File: config.mk
export PLATFORM = sky130hd
export DESIGN_NAME = serq_tx_fifo
export DESIGN_NICKNAME = d
export VERILOG_FILES = /design/src/rtl/serq_pkg.sv /design/src/rtl/serq_stage.sv /design/src/rtl/serq_ptrs.sv /design/src/rtl/serq_store.sv /design/src/rtl/serq_tx_fifo.sv
export SDC_FILE = /design/constraint.sdc
export NUM_CORES = 1
export LEC_CHECK = 0
export BUFFER_PORTS_ARGS = -buffer_cell sky130_fd_sc_hd__buf_2
export CAP_MARGIN = 25
export CORE_MARGIN = 3
export CORE_UTILIZATION = 50
export CTS_CLUSTER_SIZE = 12
export DETAILED_ROUTE_END_ITERATION = 10
export PLACE_DENSITY = 0.68
export SLEW_MARGIN = 15
export SYNTH_ARGS = -nofsm -noshare
export SYNTH_HDL_FRONTEND = slang
export SYNTH_SLANG_ARGS = --single-unit
export TNS_END_PERCENT = 50
File: constraint.sdc
create_clock -name clk -period 3.1 [get_ports clk]
set_input_delay 0 -clock clk [delete_from_list [all_inputs] [get_ports clk]]
set_output_delay 0 -clock clk [all_outputs]
set_load 0.03 [all_outputs]
File: src/rtl/serq_pkg.sv
package serq_pkg;
  typedef enum logic [1:0] {
    CK_NONE = 2'd0,
    CK_LO   = 2'd1,
    CK_WORD = 2'd2
  } commit_kind_t;
endpackage

File: src/rtl/serq_stage.sv
module serq_stage #(
  parameter int DW  = 16,
  parameter int CSW = 4
) (
  input  logic               clk,
  input  logic               rst_n,
  input  logic               clr,
  input  logic               cs_we,
  input  logic [CSW-1:0]     cs_wdata,
  input  logic               hi_we,
  input  logic               lo_we,
  input  logic               word_we,
  input  logic [DW-1:0]      wdata,
  input  logic               len8,
  output logic               commit,
  output logic [CSW+DW-1:0]  entry
);
  import serq_pkg::*;
  localparam int HB = DW / 2;

  logic [HB-1:0]  stage_q;
  logic [CSW-1:0] cs_q;
  commit_kind_t   kind;

  function automatic logic [DW-1:0] build_data(
    input commit_kind_t k, input logic l8,
    input logic [DW-1:0] w, input logic [HB-1:0] st);
    logic [DW-1:0] d;
    if (k == CK_WORD) d = w;
    else              d = {st, w[HB-1:0]};
    if (l8) d[DW-1:HB] = '0;
    return d;
  endfunction

  always_comb begin
    if (word_we)     kind = CK_WORD;
    else if (lo_we)  kind = CK_LO;
    else             kind = CK_NONE;
  end

  assign commit = (kind != CK_NONE);
  assign entry  = {cs_q, build_data(kind, len8, wdata, stage_q)};

  always_ff @(posedge clk or negedge rst_n) begin
    if (!rst_n) begin
      stage_q <= '0;
      cs_q    <= '0;
    end else begin
      if (cs_we) cs_q <= cs_wdata;
      if (clr)        stage_q <= '0;
      else if (hi_we) stage_q <= wdata[HB-1:0];
    end
  end


  staged_hold_chk: assert property (@(posedge clk) disable iff (!rst_n)
    (!hi_we && !clr) |=> $stable(stage_q));
endmodule

File: src/rtl/serq_ptrs.sv
module serq_ptrs #(
  parameter int DEPTH = 16
) (
  input  logic                      clk,
  input  logic                      rst_n,
  input  logic                      clr,
  input  logic                      commit,
  input  logic                      done,
  output logic                      accept,
  output logic                      pop,
  output logic                      ovf_set,
  output logic [$clog2(DEPTH)-1:0]  wr_ptr,
  output logic [$clog2(DEPTH)-1:0]  rd_ptr,
  output logic                      empty,
  output logic                      full
);
  localparam int AW = $clog2(DEPTH);
  localparam int CW = AW + 1;
  localparam logic [CW-1:0] FULL_CNT = CW'(DEPTH);

  logic [CW-1:0] count_q;

  function automatic logic [AW-1:0] ptr_inc(input logic [AW-1:0] p);
    if (p == AW'(DEPTH - 1)) return '0;
    return p + 1'b1;
  endfunction

  function automatic logic [CW-1:0] occ_next(
    input logic [CW-1:0] c, input logic up, input logic dn);
    if (up && !dn) return c + 1'b1;
    if (dn && !up) return c - 1'b1;
    return c;
  endfunction

  assign empty   = (count_q == '0);
  assign full    = (count_q == FULL_CNT);
  assign pop     = done && !empty && !clr;
  assign accept  = commit && !clr && (!full || pop);
  assign ovf_set = commit && !clr && full && !pop;

  always_ff @(posedge clk or negedge rst_n) begin
    if (!rst_n) begin
      wr_ptr  <= '0;
      rd_ptr  <= '0;
      count_q <= '0;
    end else if (clr) begin
      wr_ptr  <= '0;
      rd_ptr  <= '0;
      count_q <= '0;
    end else begin
      if (accept) wr_ptr <= ptr_inc(wr_ptr);
      if (pop)    rd_ptr <= ptr_inc(rd_ptr);
      count_q <= occ_next(count_q, accept, pop);
    end
  end


  flags_excl_chk: assert property (@(posedge clk) disable iff (!rst_n)
    !(empty && full));

  rd_adv_chk: assert property (@(posedge clk) disable iff (!rst_n)
    pop |=> rd_ptr == ptr_inc($past(rd_ptr)));

  no_push_when_full_chk: assert property (@(posedge clk) disable iff (!rst_n)
    (full && !done && !clr) |=> $stable(wr_ptr) && full);

  clr_empty_chk: assert property (@(posedge clk) disable iff (!rst_n)
    clr |=> empty && rd_ptr == '0 && wr_ptr == '0);
endmodule

File: src/rtl/serq_store.sv
module serq_store #(
  parameter int DEPTH = 16,
  parameter int EW    = 20
) (
  input  logic                     clk,
  input  logic                     we,
  input  logic [$clog2(DEPTH)-1:0] waddr,
  input  logic [EW-1:0]            wdata,
  input  logic [$clog2(DEPTH)-1:0] raddr,
  output logic [EW-1:0]            rdata
);
  logic [EW-1:0] mem [DEPTH];

  always_ff @(posedge clk) begin
    if (we) mem[waddr] <= wdata;
  end

  assign rdata = mem[raddr];
endmodule

File: src/rtl/serq_tx_fifo.sv
module serq_tx_fifo #(
  parameter int DEPTH = 16,
  parameter int DW    = 16,
  parameter int CSW   = 4
) (
  input  logic                     clk,
  input  logic                     rst_n,
  input  logic                     ptr_clr,
  input  logic                     cs_we,
  input  logic [CSW-1:0]           cs_wdata,
  input  logic                     hi_we,
  input  logic                     lo_we,
  input  logic                     word_we,
  input  logic [DW-1:0]            wdata,
  input  logic                     len8,
  input  logic                     xfer_done,
  output logic [CSW+DW-1:0]        head_entry,
  output logic [$clog2(DEPTH)-1:0] rd_ptr,
  output logic                     empty,
  output logic                     full,
  output logic                     ovf_irq
);
  localparam int AW = $clog2(DEPTH);
  localparam int EW = CSW + DW;

  logic          commit_w;
  logic          accept_w;
  logic          pop_w;
  logic          ovf_set_w;
  logic [EW-1:0] entry_w;
  logic [AW-1:0] wr_ptr_w;

  serq_stage #(.DW(DW), .CSW(CSW)) u_stage (
    .clk(clk), .rst_n(rst_n), .clr(ptr_clr),
    .cs_we(cs_we), .cs_wdata(cs_wdata),
    .hi_we(hi_we), .lo_we(lo_we), .word_we(word_we),
    .wdata(wdata), .len8(len8),
    .commit(commit_w), .entry(entry_w)
  );

  serq_ptrs #(.DEPTH(DEPTH)) u_ptrs (
    .clk(clk), .rst_n(rst_n), .clr(ptr_clr),
    .commit(commit_w), .done(xfer_done),
    .accept(accept_w), .pop(pop_w), .ovf_set(ovf_set_w),
    .wr_ptr(wr_ptr_w), .rd_ptr(rd_ptr),
    .empty(empty), .full(full)
  );

  serq_store #(.DEPTH(DEPTH), .EW(EW)) u_store (
    .clk(clk), .we(accept_w), .waddr(wr_ptr_w), .wdata(entry_w),
    .raddr(rd_ptr), .rdata(head_entry)
  );

  always_ff @(posedge clk or negedge rst_n) begin
    if (!rst_n) ovf_irq <= 1'b0;
    else        ovf_irq <= ovf_set_w;
  end


  ovf_pulse_chk: assert property (@(posedge clk) disable iff (!rst_n)
    (commit_w && full && !xfer_done && !ptr_clr) |=> ovf_irq);

  both_full_chk: assert property (@(posedge clk) disable iff (!rst_n)
    (commit_w && xfer_done && full && !ptr_clr) |=> full && !ovf_irq);

  commit_clears_empty_chk: assert property (@(posedge clk) disable iff (!rst_n)
    (accept_w && !ptr_clr) |=> !empty);
endmodule

==> results.toml <==
[final_layout]
antenna_cells = 0
fin_nets = 774
multiInputGateArea_um2 = 3259
regArea_um2 = 10270
drive_above_1_share_pct = 35.09
syn2layout_area_growth_pct = 16.24
nFillCells = 1865
fin_area_um2 = 15870
finalCoreUtilization_pct = 60.03

[pwr]
p_per_area_nw_per_um2 = 716.7
p_int_mw = 8.598
clock_power_share_pct = 36.5
p_total_mw = 11.37
ir_drop_v = 0.0003872
swShare_pct = 24.38
power.leakage_nw = 5.226
power_frac_seq_pct = 47.0
combPwrFrac_pct = 16.6
power_switching_mw = 2.772

[drt]
wl_per_cell_um = 26.18
ant_nets = 0
via_per_inst = 6.080
remaining_drc_errors = 0
vias = 6664
dr.pass1.iters = 7
drt_wl_total_mm = 28.69
drtIter0Drc = 725

[grt]
grt_max_degree = 40
grt_pass1_wl_mm = 43.56
first_global_vias = 6980
gr-total-overflow = 0
antenna_found_initial = 0
track_usage_pct = 20.19

[floorplan]
fp.dieW_um = 171.2
io_pins = 56
chipHeight_um = 171.2
die-area_um2 = 29310
core_area_um2 = 26430
row_count = 59
start_util_pct = 51.64

[synthesis]
syn_area_per_cell_um2 = 21.87
synth_seq_cells = 346
ys_async_sr_fraction_pct = 7.514
synth_top_family_by_area = "multiplexers"
synth-simple-area-share_pct = 2.833
netlist_instances = 624
synth_compound_area_share_pct = 1.458
yosysSeqAreaShare_pct = 75.17
synth.area.mux_share_pct = 18.34
yosysWarnings = 0
syn_nets = 660
netlist_area_um2 = 13650
synth_xor_area_share_pct = 0.1283
ys.flop_type = "edfxtp_1"
synth_edf_count = 320
synthAdderAreaFrac_pct = 0.6417
synth.distinct_cells = 49

[worst_setup_path]
r2r_end = "u_store.mem[0][19]"
ff2ff_path_depth = 8
worstReg2RegStart = "u_ptrs.count_q[0]"
cp-end-kind = "output port"
crit_fanout = 39
startpoint = "u_ptrs.rd_ptr[1]"
crit_end = "head_entry[6]"
setup.worst_path.start_class = "flop"
required_ns = 3.10
critical_path_arrival_ns = 2.87
reg2reg_setup_slack_ns = 0.65
crit_type = "reg2out"

[cts]
cts_sinks = 346
htree_levels = 2
tritoncts = "done"
clkTransAtPathRegs_ns = 0.05
numCtsBuffers = 37
clock_path_buffers = 3
clkLatencyLatePin_ns = 0.51
root_buffer = "clkbuf_16"

[run]
cap_violations = 0

[sta]
slew_headroom_pct = 35.45
slew_viol_final = 0
period_share_pct = 92.67
whs_ns = 0.02318
rsz0062_at_grt = "no"
max_clock_freq_mhz = 348.1
min_period_ns = 2.873
tightest_slew_ns = 0.9683
finalClockSkew_ns = 0.01995
setup_viol = 0
hold_viol = 0

[place]
dpl_cell_area_um2 = 14480
hpwl_mm = 16.46
place_congestion = 0.7863
port_buffers = 55

[outcome]
status = "completed"

[hold_path]
hp-class = "in2reg"
## through the flow
| stage | TNS [ns] | worst slack [ns] | cells |
|---|---|---|---|
| final | 0 | 0.2274 | 1096 |
| after global routing | 0 | 0.1268 | 1096 |
| after CTS | 0 | 0.1960 | 1090 |
| after detailed placement | 0 | 0.6575 | 1008 |
| after global placement | 0 | 0.7518 | 1008 |
| after floorplan | -12.34 | -0.3085 | 624 |
## layout by cell type, fill, tap and decap left out, types with 2 or more instances in the layout
cell type      count
buf_2             55
nand2_1           14
or3_1              2
clkbuf_16         38
buf_4             30
clkinv_1           3
nor3_2             3
buf_12             2
clkinv_2           4
nor3_1             3
a21oi_1            7
inv_1              6
nor2b_1            2
xor2_1             2
nand3_1            9
dlygate4sd3_1     21
a311oi_1           2
mux2i_1           18
ha_1               7
edfxtp_1         320
o21ai_0            3
dfrtp_4            2
dfrtp_1           23
nor2_1            22
nor2_2            11
nand2b_1           3
mux2_2             4
mux4_2           100
bufinv_16          2
clkbuf_1          12
clkbuf_8           3
## how the worst min path moves through the flow
| stage | start | slack, ns | to | depth (start not counted) |
|---|---|---|---|---|
| 3_3_place_gp | rst_n | 0.07 | u_stage.cs_q[1] | 1 |
| 4_1_cts | lo_we | 0.01 | ovf_irq | 3 |
| 6_report | wdata[10] | 0.02 | u_store.mem[8][10] | 3 |
| 5_1_grt | wdata[14] | 0.04 | u_store.mem[1][14] | 3 |
| 3_5_place_dp | rst_n | 0.08 | u_stage.cs_q[2] | 1 |
| 2_1_floorplan | rst_n | -0.30 | ovf_irq | 0 |
## cell usage after synthesis, drive strengths merged, types with 2 or more instances
cell	number	area [µm²]
or3	2	12.51
edfxtp	320	9609
or4b	2	23.77
nand2b	3	18.77
buf	24	132.6
inv	6	22.52
nor3	7	35.03
nor2	33	123.9
mux2	6	71.31
a311oi	3	32.53
o22ai	3	38.79
o21ai	3	15.01
mux2i	18	180.2
clkbuf	9	33.78
mux4	100	2252
nor2b	2	12.51
nor3b	2	20.02
nand3	9	45.04
dfrtp	26	650.6
a21oi	7	35.03
nand2	14	52.55
xor2	2	17.52
ha	7	87.58
## power groups by stage
| stage | Sequential, mW | Combinational, mW | Clock [mW] |
|---|---|---|---|
| floorplan | 5.37 | 1.48 | 0 |
| global placement | 5.43 | 1.82 | 0 |
| detailed placement | 5.44 | 1.86 | 0 |
| CTS | 5.34 | 1.89 | 4.22 |
| global route | 5.36 | 2.02 | 4.40 |
| finish | 5.34 | 1.88 | 4.15 |
## worst max-delay path: stages, from the launching register on
cell and delay [ns]:
dfrtp_4 0.83, buf_4 0.45, mux4_2 0.38, mux4_2 0.48, buf_2 0.19
## flip-flops by register name, summed over array words and instances, names as in the netlist
| name | flops |
|---|---|
| u_store.mem | 320 |
| u_stage.stage_q | 8 |
| u_ptrs.count_q | 5 |
| u_ptrs.rd_ptr | 4 |
| u_ptrs.wr_ptr | 4 |
| u_stage.cs_q | 4 |
| ovf_irq | 1 |
## layer usage
metal	global-route usage [%]	routed length [µm]	up-vias	share of wire, %
met1	28.50	12060	3504	42
met2	32.78	14060	283	49
met5	0	0	-	0
met4	6.088	694	0	2.4
li1	-	-	2827	-
met3	3.815	1879	50	6.5
## repair_timing
| action | 4_1_cts | 5_1_grt |
|---|---|---|
| hold endpoints to repair | 174 | 4 |
| buffers inserted | 0 | 0 |
| resized for setup | 0 | 0 |
| hold buffers | 20 | 1 |
## cells by family after synthesis
logic type | after synthesis
simple gates | 80
fa+ha+maj | 7
mux | 124
buf+inv | 40
flops | 346
xor+xnor | 2
compound gates | 25
## final cells by class
class / count / share of cell area [%]
clock inverters: 9 / 0.6467
flip-flops and latches: 346 / 64.72
repair buffers: 108 / 4.732
clock buffers: 53 / 6.538
well taps: 335 / 2.642
multi-input cells: 238 / 20.54
inverters: 7 / 0.1735
No activity file was read; power rests on OpenSTA's default activity.
